$ cat src/rtl/host_route_pkg.sv
package host_route_pkg;
  localparam int NTGT = 5;

  typedef enum logic [2:0] {
    TGT_DRAM  = 3'd0,
    TGT_GPORT = 3'd1,
    TGT_IGFX  = 3'd2,
    TGT_HUB   = 3'd3,
    TGT_TERM  = 3'd4
  } tgt_e;

  // attribute bit positions: bit0 permits reads, bit1 permits writes
  localparam int ATTR_RD = 0;
  localparam int ATTR_WR = 1;
endpackage

$ cat src/rtl/legacy_seg_decode.sv
module legacy_seg_decode #(
  parameter int NSEG     = 16,
  parameter int SEG_BITS = 14
) (
  input  logic [31:0]       addr,
  input  logic              write,
  input  logic [2*NSEG-1:0] seg_attr,
  output logic              hit,
  output logic              allow
);
  import host_route_pkg::*;

  localparam logic [31:0] TOP_1M  = 32'h0010_0000;
  localparam logic [31:0] SPAN    = 32'(NSEG) << SEG_BITS;
  localparam logic [31:0] BASE    = TOP_1M - SPAN;
  localparam int          IDX_W   = (NSEG > 1) ? $clog2(NSEG) : 1;

  logic [NSEG-1:0] perm;
  logic [31:0]     offs;
  logic [IDX_W-1:0] idx;

  genvar g;
  generate
    for (g = 0; g < NSEG; g++) begin : g_seg
      assign perm[g] = write ? seg_attr[2*g+ATTR_WR] : seg_attr[2*g+ATTR_RD];
    end
  endgenerate

  always_comb begin
    hit   = (addr >= BASE) && (addr < TOP_1M);
    offs  = addr - BASE;
    idx   = offs[SEG_BITS +: IDX_W];
    allow = perm[idx];
  end
endmodule

$ cat src/rtl/range_match.sv
module range_match #(
  parameter int TOM_W = 7
) (
  input  logic [31:17]     vga_tag,
  input  logic [31:26]     blk,
  input  logic [TOM_W-1:0] tom,
  input  logic             aper_en,
  input  logic [5:0]       aper_base,
  input  logic [5:0]       aper_limit,
  output logic             vga_hit,
  output logic             aper_hit,
  output logic             below_tom
);
  localparam logic [14:0] VGA_TAG = 15'h0005;

  always_comb begin
    vga_hit   = (vga_tag == VGA_TAG);
    aper_hit  = aper_en && (blk >= aper_base) && (blk <= aper_limit);
    below_tom = (TOM_W'(blk) < tom);
  end
endmodule

$ cat src/rtl/route_select.sv
module route_select (
  input  logic                  is_io,
  input  logic                  above_4g,
  input  logic                  vga_hit,
  input  logic                  vga_igfx,
  input  logic                  seg_hit,
  input  logic                  seg_allow,
  input  logic                  aper_hit,
  input  logic                  below_tom,
  output host_route_pkg::tgt_e  tgt
);
  import host_route_pkg::*;

  always_comb begin
    if (is_io)          tgt = TGT_HUB;
    else if (above_4g)  tgt = TGT_TERM;
    else if (vga_hit)   tgt = vga_igfx ? TGT_IGFX : TGT_GPORT;
    else if (seg_hit)   tgt = seg_allow ? TGT_DRAM : TGT_HUB;
    else if (aper_hit)  tgt = TGT_GPORT;
    else if (below_tom) tgt = TGT_DRAM;
    else                tgt = TGT_HUB;
  end
endmodule

$ cat src/rtl/host_route_dec.sv
module host_route_dec #(
  parameter int ADDR_W   = 36,
  parameter int DATA_W   = 64,
  parameter int TOM_W    = 7,
  parameter int NSEG     = 16,
  parameter int SEG_BITS = 14
) (
  input  logic                  clk,
  input  logic                  rst_n,
  input  logic                  req_valid,
  input  logic [ADDR_W-1:0]     req_addr,
  input  logic                  req_write,
  input  logic                  req_io,
  input  logic [TOM_W-1:0]      cfg_tom,
  input  logic [2*NSEG-1:0]     cfg_seg_attr,
  input  logic                  cfg_vga_igfx,
  input  logic                  cfg_aper_en,
  input  logic [5:0]            cfg_aper_base,
  input  logic [5:0]            cfg_aper_limit,
  input  logic [DATA_W-1:0]     fwd_rdata,
  output logic                  rsp_valid,
  output logic [host_route_pkg::NTGT-1:0] rsp_target,
  output logic                  rsp_done,
  output logic [DATA_W-1:0]     host_rdata
);
  import host_route_pkg::*;

  logic above_4g, vga_hit, seg_hit, seg_allow, aper_hit, below_tom;
  tgt_e tgt_d, tgt_q;
  logic valid_d, valid_q, wr_d, wr_q, term_rd;

  assign above_4g = |req_addr[ADDR_W-1:32];

  legacy_seg_decode #(.NSEG(NSEG), .SEG_BITS(SEG_BITS)) u_seg (
    .addr     (req_addr[31:0]),
    .write    (req_write),
    .seg_attr (cfg_seg_attr),
    .hit      (seg_hit),
    .allow    (seg_allow)
  );

  range_match #(.TOM_W(TOM_W)) u_rng (
    .vga_tag    (req_addr[31:17]),
    .blk        (req_addr[31:26]),
    .tom        (cfg_tom),
    .aper_en    (cfg_aper_en),
    .aper_base  (cfg_aper_base),
    .aper_limit (cfg_aper_limit),
    .vga_hit    (vga_hit),
    .aper_hit   (aper_hit),
    .below_tom  (below_tom)
  );

  route_select u_sel (
    .is_io     (req_io),
    .above_4g  (above_4g),
    .vga_hit   (vga_hit),
    .vga_igfx  (cfg_vga_igfx),
    .seg_hit   (seg_hit),
    .seg_allow (seg_allow),
    .aper_hit  (aper_hit),
    .below_tom (below_tom),
    .tgt       (tgt_d)
  );

  // next-state
  always_comb begin
    valid_d = req_valid;
    wr_d    = req_write;
  end

  // registers with the request strobe as clock enable for the payload
  always_ff @(posedge clk or negedge rst_n) begin
    if (!rst_n) begin
      valid_q <= 1'b0;
      tgt_q   <= TGT_HUB;
      wr_q    <= 1'b0;
    end else begin
      valid_q <= valid_d;
      if (req_valid) begin
        tgt_q <= tgt_d;
        wr_q  <= wr_d;
      end
    end
  end

  always_comb begin
    term_rd    = valid_q && (tgt_q == TGT_TERM) && !wr_q;
    rsp_valid  = valid_q;
    rsp_target = valid_q ? (NTGT'(1) << tgt_q) : '0;
    rsp_done   = term_rd;
    host_rdata = term_rd ? '0 : fwd_rdata;
  end
endmodule

$ cat config.mk
export PLATFORM = sky130hd
export DESIGN_NAME = host_route_dec
export DESIGN_NICKNAME = d
export VERILOG_FILES = /design/src/rtl/host_route_pkg.sv /design/src/rtl/legacy_seg_decode.sv /design/src/rtl/range_match.sv /design/src/rtl/route_select.sv /design/src/rtl/host_route_dec.sv
export SDC_FILE = /design/constraint.sdc
export NUM_CORES = 1
export LEC_CHECK = 0
export BUFFER_PORTS_ARGS = -buffer_cell sky130_fd_sc_hd__clkbuf_2
export CAP_MARGIN = 20
export CORE_AREA = 2 2 88 90
export CTS_BUF_LIST = sky130_fd_sc_hd__clkbuf_8
export DETAILED_ROUTE_END_ITERATION = 8
export DIE_AREA = 0 0 90 92
export PLACE_DENSITY_LB_ADDON = 0.05
export SLEW_MARGIN = 10
export SYNTH_ARGS = -nofsm -noshare
export SYNTH_HDL_FRONTEND = slang
export SYNTH_SLANG_ARGS = --single-unit
$ cat constraint.sdc
create_clock -name clk -period 2.3 [get_ports clk]
set_input_delay 0.46 -clock clk [delete_from_list [all_inputs] [get_ports clk]]
set_output_delay 0.46 -clock clk [all_outputs]
set_load 0.02 [all_outputs]
==> results of run 1 <==
==> worst max-delay path, delay by kind of cell (launching register included) <==
kind	cells	cell delay, ps
buffers and inverters	2	460
AND/OR/NAND/NOR	2	460
flip-flops	1	390
==> cell families (layout without fill, tap and decap cells) <==
kind of cell | count (synthesis) | count (layout) | synth area share [%]
buffers and inverters | 32 | 243 | 9.29
and+or+nand+nor | 109 | 109 | 42.3
adders and majority gates | 17 | 17 | 13.6
DFF | 5 | 5 | 8.17
muxes | 14 | 14 | 12.1
AOI/OAI and AO/OA | 32 | 32 | 14.5
==> placed cells by master (no fill, tap or decap), drive strengths merged, types with 2 or more instances in the layout <==
master	Yosys	final
nand4	3	3
nor4	3	3
a21oi	9	9
nor3b	2	2
dfrtp	3	3
nor2	5	5
dfstp	2	2
nor3	4	4
clkbuf	8	217
nand2b	3	3
mux2i	8	8
mux4	3	3
nand3	4	4
o311ai	2	2
nor2b	69	69
buf	3	4
mux2	3	3
o21ai	6	6
and3	3	3
a221oi	2	2
nand2	7	7
a21o	2	2
inv	21	22
ha	17	17
==> power groups by stage <==
stage / registers (W) / logic (W) / clock network [W]
floorplan: 0.000111 / 0.000295 / 0
global placement: 0.000114 / 0.000530 / 0
detailed placement: 0.000115 / 0.000533 / 0
CTS: 0.000114 / 0.000536 / 0.000159
global route: 0.000116 / 0.000581 / 0.000166
finish: 0.000114 / 0.000527 / 0.000153
==> metal layers <==
layer / routed length, um / share of wire (%) / up-vias / track usage [%]
met5: 0 / 0 / - / 0
met4: 23 / 0.37 / 0 / 2.31
met1: 2460 / 39 / 957 / 15.8
met3: 575 / 9.2 / 2 / 2.96
li1: - / - / 1141 / -
met2: 3210 / 51 / 110 / 27.1
==> metrics by stage <==
stage	setup WS (ps)	area, um2	util (%)	hold WS, ps
2_1_floorplan	343	1560	-	164
3_3_place_gp	79.9	2740	36.8	285
3_5_place_dp	66.4	2740	36.8	287
4_1_cts	269	2790	37.4	56.7
5_1_grt	116	2790	37.4	60.1
6_report	277	2790	37.4	55.1
==> worst paths after layout <==
path	start	endpoint	slack, ps
min in group clk	req_valid	rsp_valid	440
max in group asynchronous	rst_n	tgt_q[0]	2030
worst max register to register	tgt_q[1]	tgt_q[1]	1070
worst max-delay path	tgt_q[0]	host_rdata[31]	280
worst min-delay path	rst_n	rsp_valid	60
worst min register to register	wr_q	wr_q	530
==> state kept, by name, indices dropped and copies added, names as in the netlist <==
register	flops
tgt_q	3
rsp_valid	1
wr_q	1
==> area by class of cell <==
class	count	area (um2)	share of cell area [%]
repair buffers	218	1110	39.9
well taps	102	128	4.58
clock inverters	1	3.75	0.135
inverters	21	78.8	2.83
clock buffers	3	41.3	1.48
flip-flops and latches	5	128	4.58
multi-input cells	172	1290	46.5
==> impl_metrics.toml, run 1 <==
[status]
status = "finished, final reports clean"

[logic_synthesis]
ys_ff_latch = 5
synth_cells = 209
synth_cell_type_count = 46
netlist.top_cell.by_area = "nor2b_1"
ys_top_cells_by_area = "nor2b_1 (28%), ha_1 (14%), mux2i_1 (5.1%)"
synth_warnings = 0
synthFlopType = "dfrtp_1"
synth_top_area_share_pct = 27.6
synth_nets = 384
synth_commonest_cells = "nor2b_1 (69), inv_1 (21), ha_1 (17)"
yosysMostFrequentCell = "nor2b_1"
yosysSeqAreaShare_pct = 8.17
synth.avg_cell_area_um2 = 7.47
synth_edf_count = 0
synthesis.area_um2 = 1560
ys_async_sr_fraction_pct = 100

[timing]
relSlewSlack_pct = 66.1
rsz0062_at_grt = "false"
finalSetupTns_ps = 0
max_freq_mhz = 494
setup_viol = 0
fin_worst_skew_ps = 0
finalMaxSlewViolations = 0
worst_slew_pin_slew_ps = 501
min_period_over_period_pct = 88.0
hold_viol = 0
min_period_ps = 2020

[critical_path]
path_class = "flop to primary output"
path_max_fanout = 65
end_kind = "primary output"
path_cells = "nor4_2 -> buf_12 -> nor2b_1 -> clkbuf_2"
worstPathRequired_ps = 1840
start_kind = "flop"
worstPathArrival_ps = 1560
crit_path_max_incr_delay_ps = 390
reg2regPathDepth = 4
crit_slowest_cell = "dfstp_2"

[finish]
fillers = 828
final_cells = 522
area_growth_pct = 78.5
nets = 596
antennaDiodeCount = 0
layout-drive-gt1-share_pct = 55.5

[clocking]
clock-sinks = 5
numCtsBuffers = 3
cts.clk_slew.worst_paths_ps = 30
htree_levels = 1
ctsLongestPathBuffers = 2
cts_tree = "yes"
cts_hold_buf = 0
postCtsResizedCells = 0
clock_latency_ps = 210
postCtsSetupBuffers = 0
cts_root_buf = "clkbuf_8"

[floorplan]
die_x_um = 90
core_area_um2 = 7450
initial_core_util_pct = 21.0
pin_count = 229
fp.dieH_um = 92
die_area_um2 = 8280
row_count = 32

[power_and_ir_drop]
power_frac_comb_pct = 66.4
ir_worst_vdd_v = 0.000104
p_int_w = 0.000462
clockPowerShare_pct = 19.2
p_leak_nw = 1.65
power_frac_seq_pct = 14.3
switching_share_pct = 41.8
power.total_w = 0.000794
power.density_nw_per_um2 = 285
p_sw_w = 0.000331

[global_route]
grt_pass1_vias = 2000
grt_first_pass_wirelength_um = 9640
antenna_found_initial = 0
track_usage_pct = 13.9
grt_max_degree = 66
overflow = 0

[job]
cap_violations = 0

[placement]
place_inst = 518
gp_congestion = 0.809
numPortBuffers = 214
hpwl_um = 5620

[detailed_routing]
drcViolationCount = 0
wirelength_um = 6270
routed_via_density = 4.23
dr.pass1.iters = 4
wl_per_cell_um = 12.0
detail-route-antenna-nets = 0
vias = 2210
drtIter0Drc = 24

[worst_hold_path]
hold_class = "input pin to async pin"
No activity file was read; power rests on OpenSTA's default activity.
==> run 2: changes to the inputs <==
--- a/config.mk
+++ b/config.mk
@@ -8,7 +8,7 @@
 export BUFFER_PORTS_ARGS = -buffer_cell sky130_fd_sc_hd__clkbuf_2
 export CAP_MARGIN = 20
 export CORE_AREA = 2 2 88 90
-export CTS_BUF_LIST = sky130_fd_sc_hd__clkbuf_8
+export CTS_BUF_LIST = sky130_fd_sc_hd__clkbuf_2 sky130_fd_sc_hd__clkbuf_4 sky130_fd_sc_hd__clkbuf_8
 export DETAILED_ROUTE_END_ITERATION = 8
 export DIE_AREA = 0 0 90 92
 export PLACE_DENSITY_LB_ADDON = 0.05
==> run 2 against run 1 <==
  * Worst hold slack improved by 0.70 ps
  * Sequential power barely moved
  * Combinational power barely moved
  * Cell count did not move
  * Critical path depth did not move
  * Non-clock buffer count did not move
  * First-iteration DRC count did not move
  * Global-route usage did not move
  * Design area rose by 0.13%
  * Worst setup slack barely moved
  * Sequential share of layout area barely moved
  * Largest power group unchanged
==> impl_metrics.toml, run 2 (synthesized netlist as in run 1, its figures left out) <==
[clocking]
numCtsBuffers = 3
htree_levels = 1
clock-sinks = 5
cts_hold_buf = 0
clock_latency_ps = 210
cts.clk_slew.worst_paths_ps = 30
postCtsResizedCells = 0
ctsLongestPathBuffers = 2
cts_root_buf = "clkbuf_8"
cts_tree = "yes"
postCtsSetupBuffers = 0

[detailed_routing]
dr.pass1.iters = 4
drtIter0Drc = 24
drcViolationCount = 0
routed_via_density = 4.23
vias = 2210
detail-route-antenna-nets = 0
wirelength_um = 6270
wl_per_cell_um = 12.0

[power_and_ir_drop]
p_int_w = 0.000479
switching_share_pct = 40.9
power.total_w = 0.000809
power.density_nw_per_um2 = 290
clockPowerShare_pct = 20.8
p_sw_w = 0.000331
power_frac_seq_pct = 14.0
p_leak_nw = 1.65
power_frac_comb_pct = 65.2
ir_worst_vdd_v = 0.000126

[placement]
gp_congestion = 0.809
hpwl_um = 5620
numPortBuffers = 214
place_area_um2 = 2740

[floorplan]
die_area_um2 = 8280
core_area_um2 = 7450
die_x_um = 90
initial_core_util_pct = 21.0
fp.dieH_um = 92
pin_count = 229
row_count = 32

[timing]
relSlewSlack_pct = 66.1
min_period_over_period_pct = 88.0
setup_viol = 0
fin_worst_skew_ps = 0
finalSetupTns_ps = 0
min_period_ps = 2020
hold_viol = 0
finalMaxSlewViolations = 0
worst_slew_pin_slew_ps = 501
rsz0062_at_grt = "false"
whs_ps = 55.7
max_freq_mhz = 494

[finish]
final_common_cell = "clkbuf_2"
top_register = "tgt_q"
antennaDiodeCount = 0
multi_input_area_um2 = 1290
layout-drive-gt1-share_pct = 55.7
design_area_um2 = 2790
regArea_um2 = 128
largest_register_ffs = 3
layout_common_cells = "clkbuf_2 (214), nor2b_1 (69), inv_1 (21)"
area_growth_pct = 78.8
nets = 596
finish.utilization_pct = 37.5
fillers = 828

[critical_path]
end_kind = "primary output"
worstPathRequired_ps = 1840
worstPathArrival_ps = 1560
path_class = "flop to primary output"
path_max_fanout = 65
reg2regPathDepth = 4
start_kind = "flop"

[global_route]
overflow = 0
grt_pass1_vias = 2000
track_usage_pct = 13.9
antenna_found_initial = 0
grt_max_degree = 66
grt_first_pass_wirelength_um = 9640

[worst_hold_path]
hold_class = "input pin to async pin"

[job]
cap_violations = 0

[status]
status = "finished, final reports clean"
## run 2: cell count changes in the layout (fill, tap and decap cells not counted)
cell,previous run,this run
inv_1,22,21
clkbuf_4,0,1
## run 2: final cells by class
cell class              instances  area share [%]
clock buffers                   4            1.75
flip-flops and latches          5            4.57
repair buffers                218            39.9
inverters                      21            2.82
multi-input cells             172            46.4
well taps                     102            4.57
## run 2: final timing paths
path	startpoint	to	slack, ps
worst max-delay path	tgt_q[0]	host_rdata[31]	280
worst min-delay path	rst_n	rsp_valid	60
worst max register to register	tgt_q[1]	tgt_q[1]	1070
worst min register to register	wr_q	wr_q	530
max in group asynchronous	rst_n	tgt_q[0]	2030
min in group clk	req_valid	rsp_valid	440
## run 2: power groups by stage
stage          Sequential, W  Clock (W)  Combinational, W
2_1_floorplan       0.000111          0          0.000295
3_3_place_gp        0.000114          0          0.000530
3_5_place_dp        0.000115          0          0.000533
4_1_cts             0.000114   0.000175          0.000536
5_1_grt             0.000116   0.000182          0.000581
6_report            0.000114   0.000168          0.000527
## run 2: layer usage
| layer | share of wire [%] | vias to the layer above | global-route usage (%) | routed length [um] |
|---|---|---|---|---|
| met5 | 0 | - | 0 | 0 |
| met4 | 0.37 | 0 | 2.31 | 23 |
| met3 | 9.2 | 2 | 2.96 | 575 |
| met2 | 51 | 110 | 27.1 | 3210 |
| met1 | 39 | 957 | 15.8 | 2460 |
| li1 | - | 1141 | - | - |
## run 2: worst max-delay path: stages (launching register included)
cell and delay [ps]:
dfstp_2 390, nor4_2 370, buf_12 290, nor2b_1 90, clkbuf_2 170
## run 2: metrics by stage
stage / std cells / setup slack (ps)
finish: 522 / 277
global route: 522 / 116
CTS: 522 / 269
detailed placement: 518 / 66.4
global placement: 518 / 79.9
floorplan: 209 / 343
==> run 3: changes to the inputs <==
--- a/config.mk
+++ b/config.mk
@@ -5,12 +5,12 @@
 export SDC_FILE = /design/constraint.sdc
 export NUM_CORES = 1
 export LEC_CHECK = 0
-export BUFFER_PORTS_ARGS = -buffer_cell sky130_fd_sc_hd__clkbuf_2
 export CAP_MARGIN = 20
-export CORE_AREA = 2 2 88 90
+export CORE_AREA = 2 2 89 91
 export CTS_BUF_LIST = sky130_fd_sc_hd__clkbuf_2 sky130_fd_sc_hd__clkbuf_4 sky130_fd_sc_hd__clkbuf_8
 export DETAILED_ROUTE_END_ITERATION = 8
-export DIE_AREA = 0 0 90 92
+export DIE_AREA = 0 0 91 93
+export DONT_BUFFER_PORTS = 1
 export PLACE_DENSITY_LB_ADDON = 0.05
 export SLEW_MARGIN = 10
 export SYNTH_ARGS = -nofsm -noshare
==> run 3 against run 2 <==
  * Worst hold slack improved by 29 ps
  * Cell count shrank 41%
  * Via count decreased by 31%
  * Fmax is 0.41% lower
  * Critical path type unchanged
  * Clock skew unchanged
  * Non-clock buffer count shrank 215
  * Sequential cell count did not move
  * Largest cell class unchanged
==> impl_metrics.toml, run 3 (synthesized netlist as in run 1, its figures left out) <==
[global_route]
overflow = 0
grt_pass1_vias = 1464
antenna_found_initial = 2
grt_max_degree = 66
grt_first_pass_wirelength_um = 7960
track_usage_pct = 11.7

[timing]
rsz0062_at_grt = "false"
relSlewSlack_pct = 55.5
worst_slew_pin_slew_ps = 662
min_period_ps = 2030
fin_worst_skew_ps = 0
finalMaxSlewViolations = 0
finalSetupTns_ps = 0
min_period_over_period_pct = 88.3
max_freq_mhz = 492
hold_viol = 0
setup_viol = 0
whs_ps = 84.6

[clocking]
clock_latency_ps = 220
ctsLongestPathBuffers = 2
htree_levels = 1
cts_tree = "yes"
clock-sinks = 5
postCtsResizedCells = 0
postCtsSetupBuffers = 0
cts_root_buf = "clkbuf_8"
cts.clk_slew.worst_paths_ps = 40
numCtsBuffers = 3

[power_and_ir_drop]
power.density_nw_per_um2 = 357
p_leak_nw = 0.753
ir_worst_vdd_v = 0.000100

[finish]
nets = 381
antennaDiodeCount = 0
regArea_um2 = 128
finish.utilization_pct = 22.8
layout-drive-gt1-share_pct = 8.78
area_growth_pct = 9.86
largest_register_ffs = 3
top_register = "tgt_q"
layout_common_cells = "nor2b_1 (69), inv_1 (21), ha_1 (17)"
multi_input_area_um2 = 1290
final_common_cell = "nor2b_1"
fillers = 875
design_area_um2 = 1720

[placement]
hpwl_um = 5070
place_area_um2 = 1660
numPortBuffers = 0
gp_congestion = 0.758

[detailed_routing]
detail_route.wirelength.met1_um = 2070
vias = 1520
wirelength_um = 5730
route.met2.wl_um = 3000
top_layer = "met5"
drtIter0Drc = 33
routed_via_density = 4.95
detail-route-antenna-nets = 0
met3WireLength_um = 633
wl_per_cell_um = 18.7
drcViolationCount = 0
dr.pass1.iters = 4

[floorplan]
initial_core_util_pct = 20.7
die_area_um2 = 8460
fp.dieH_um = 93
row_count = 32
core_area_um2 = 7530
pin_count = 229
die_x_um = 91

[critical_path]
worstPathArrival_ps = 1570
start_kind = "flop"
path_class = "flop to primary output"
end_kind = "primary output"
path_max_fanout = 65
worstPathRequired_ps = 1840

[status]
status = "finished, final reports clean"

[job]
cap_violations = 0

[worst_hold_path]
hold_class = "input pin to async pin"
## run 3: cell type report
class | instances | share of cell area [%]
inverter | 21 | 4.60
tap | 102 | 7.44
sequential | 5 | 7.44
clock buffer | 4 | 2.84
multi-input combinational | 172 | 75.5
timing repair buffer | 3 | 2.19
## run 3: stage by stage
| step | power (W) | std cells | setup slack, ps |
|---|---|---|---|
| finish | 0.000612 | 307 | 269 |
| global route | 0.000658 | 307 | 148 |
| CTS | 0.000624 | 307 | 224 |
| detailed placement | 0.000445 | 302 | 158 |
| global placement | 0.000444 | 302 | 133 |
| floorplan | 0.000406 | 209 | 343 |
## run 3: per-layer routing
metal / up-vias / track usage (%)
li1: 716 / -
met1: 689 / 13.1
met2: 107 / 21.7
met3: 4 / 4.27
met4: 4 / 1.89
met5: - / 0
## run 3: timing repair
action,4_1_cts,5_1_grt
hold endpoints to repair,3,0
setup endpoints to repair,0,0
hold buffers,1,0
## run 3: path summary, 6_finish.rpt
kind / start / end / slack (ps) / cells after the start
setup / recovery: rsp_valid / host_rdata[3] / 270 / 4
hold reg to reg: wr_q / wr_q / 540 / 1
min in group clk: req_valid / rsp_valid / 270 / 0
hold / removal: rst_n / tgt_q[1] / 80 / 0
max in group asynchronous: rst_n / wr_q / 1660 / 1
setup reg to reg: tgt_q[1] / tgt_q[1] / 1070 / 4
## run 3: worst max-delay path, stage by stage, from the launching register on
cell	delay (ps)
dfrtp_1	470
nand2_1	120
nor4_2	240
buf_12	310
nor2b_1	200
## run 3: report_power, final
part	internal [W]	leakage, nW	switching [W]
clock	0.000131	0.0262	0.0000414
combinational	0.000114	0.670	0.000211
sequential	0.000101	0.0566	0.0000138
total	0.000346	0.753	0.000266
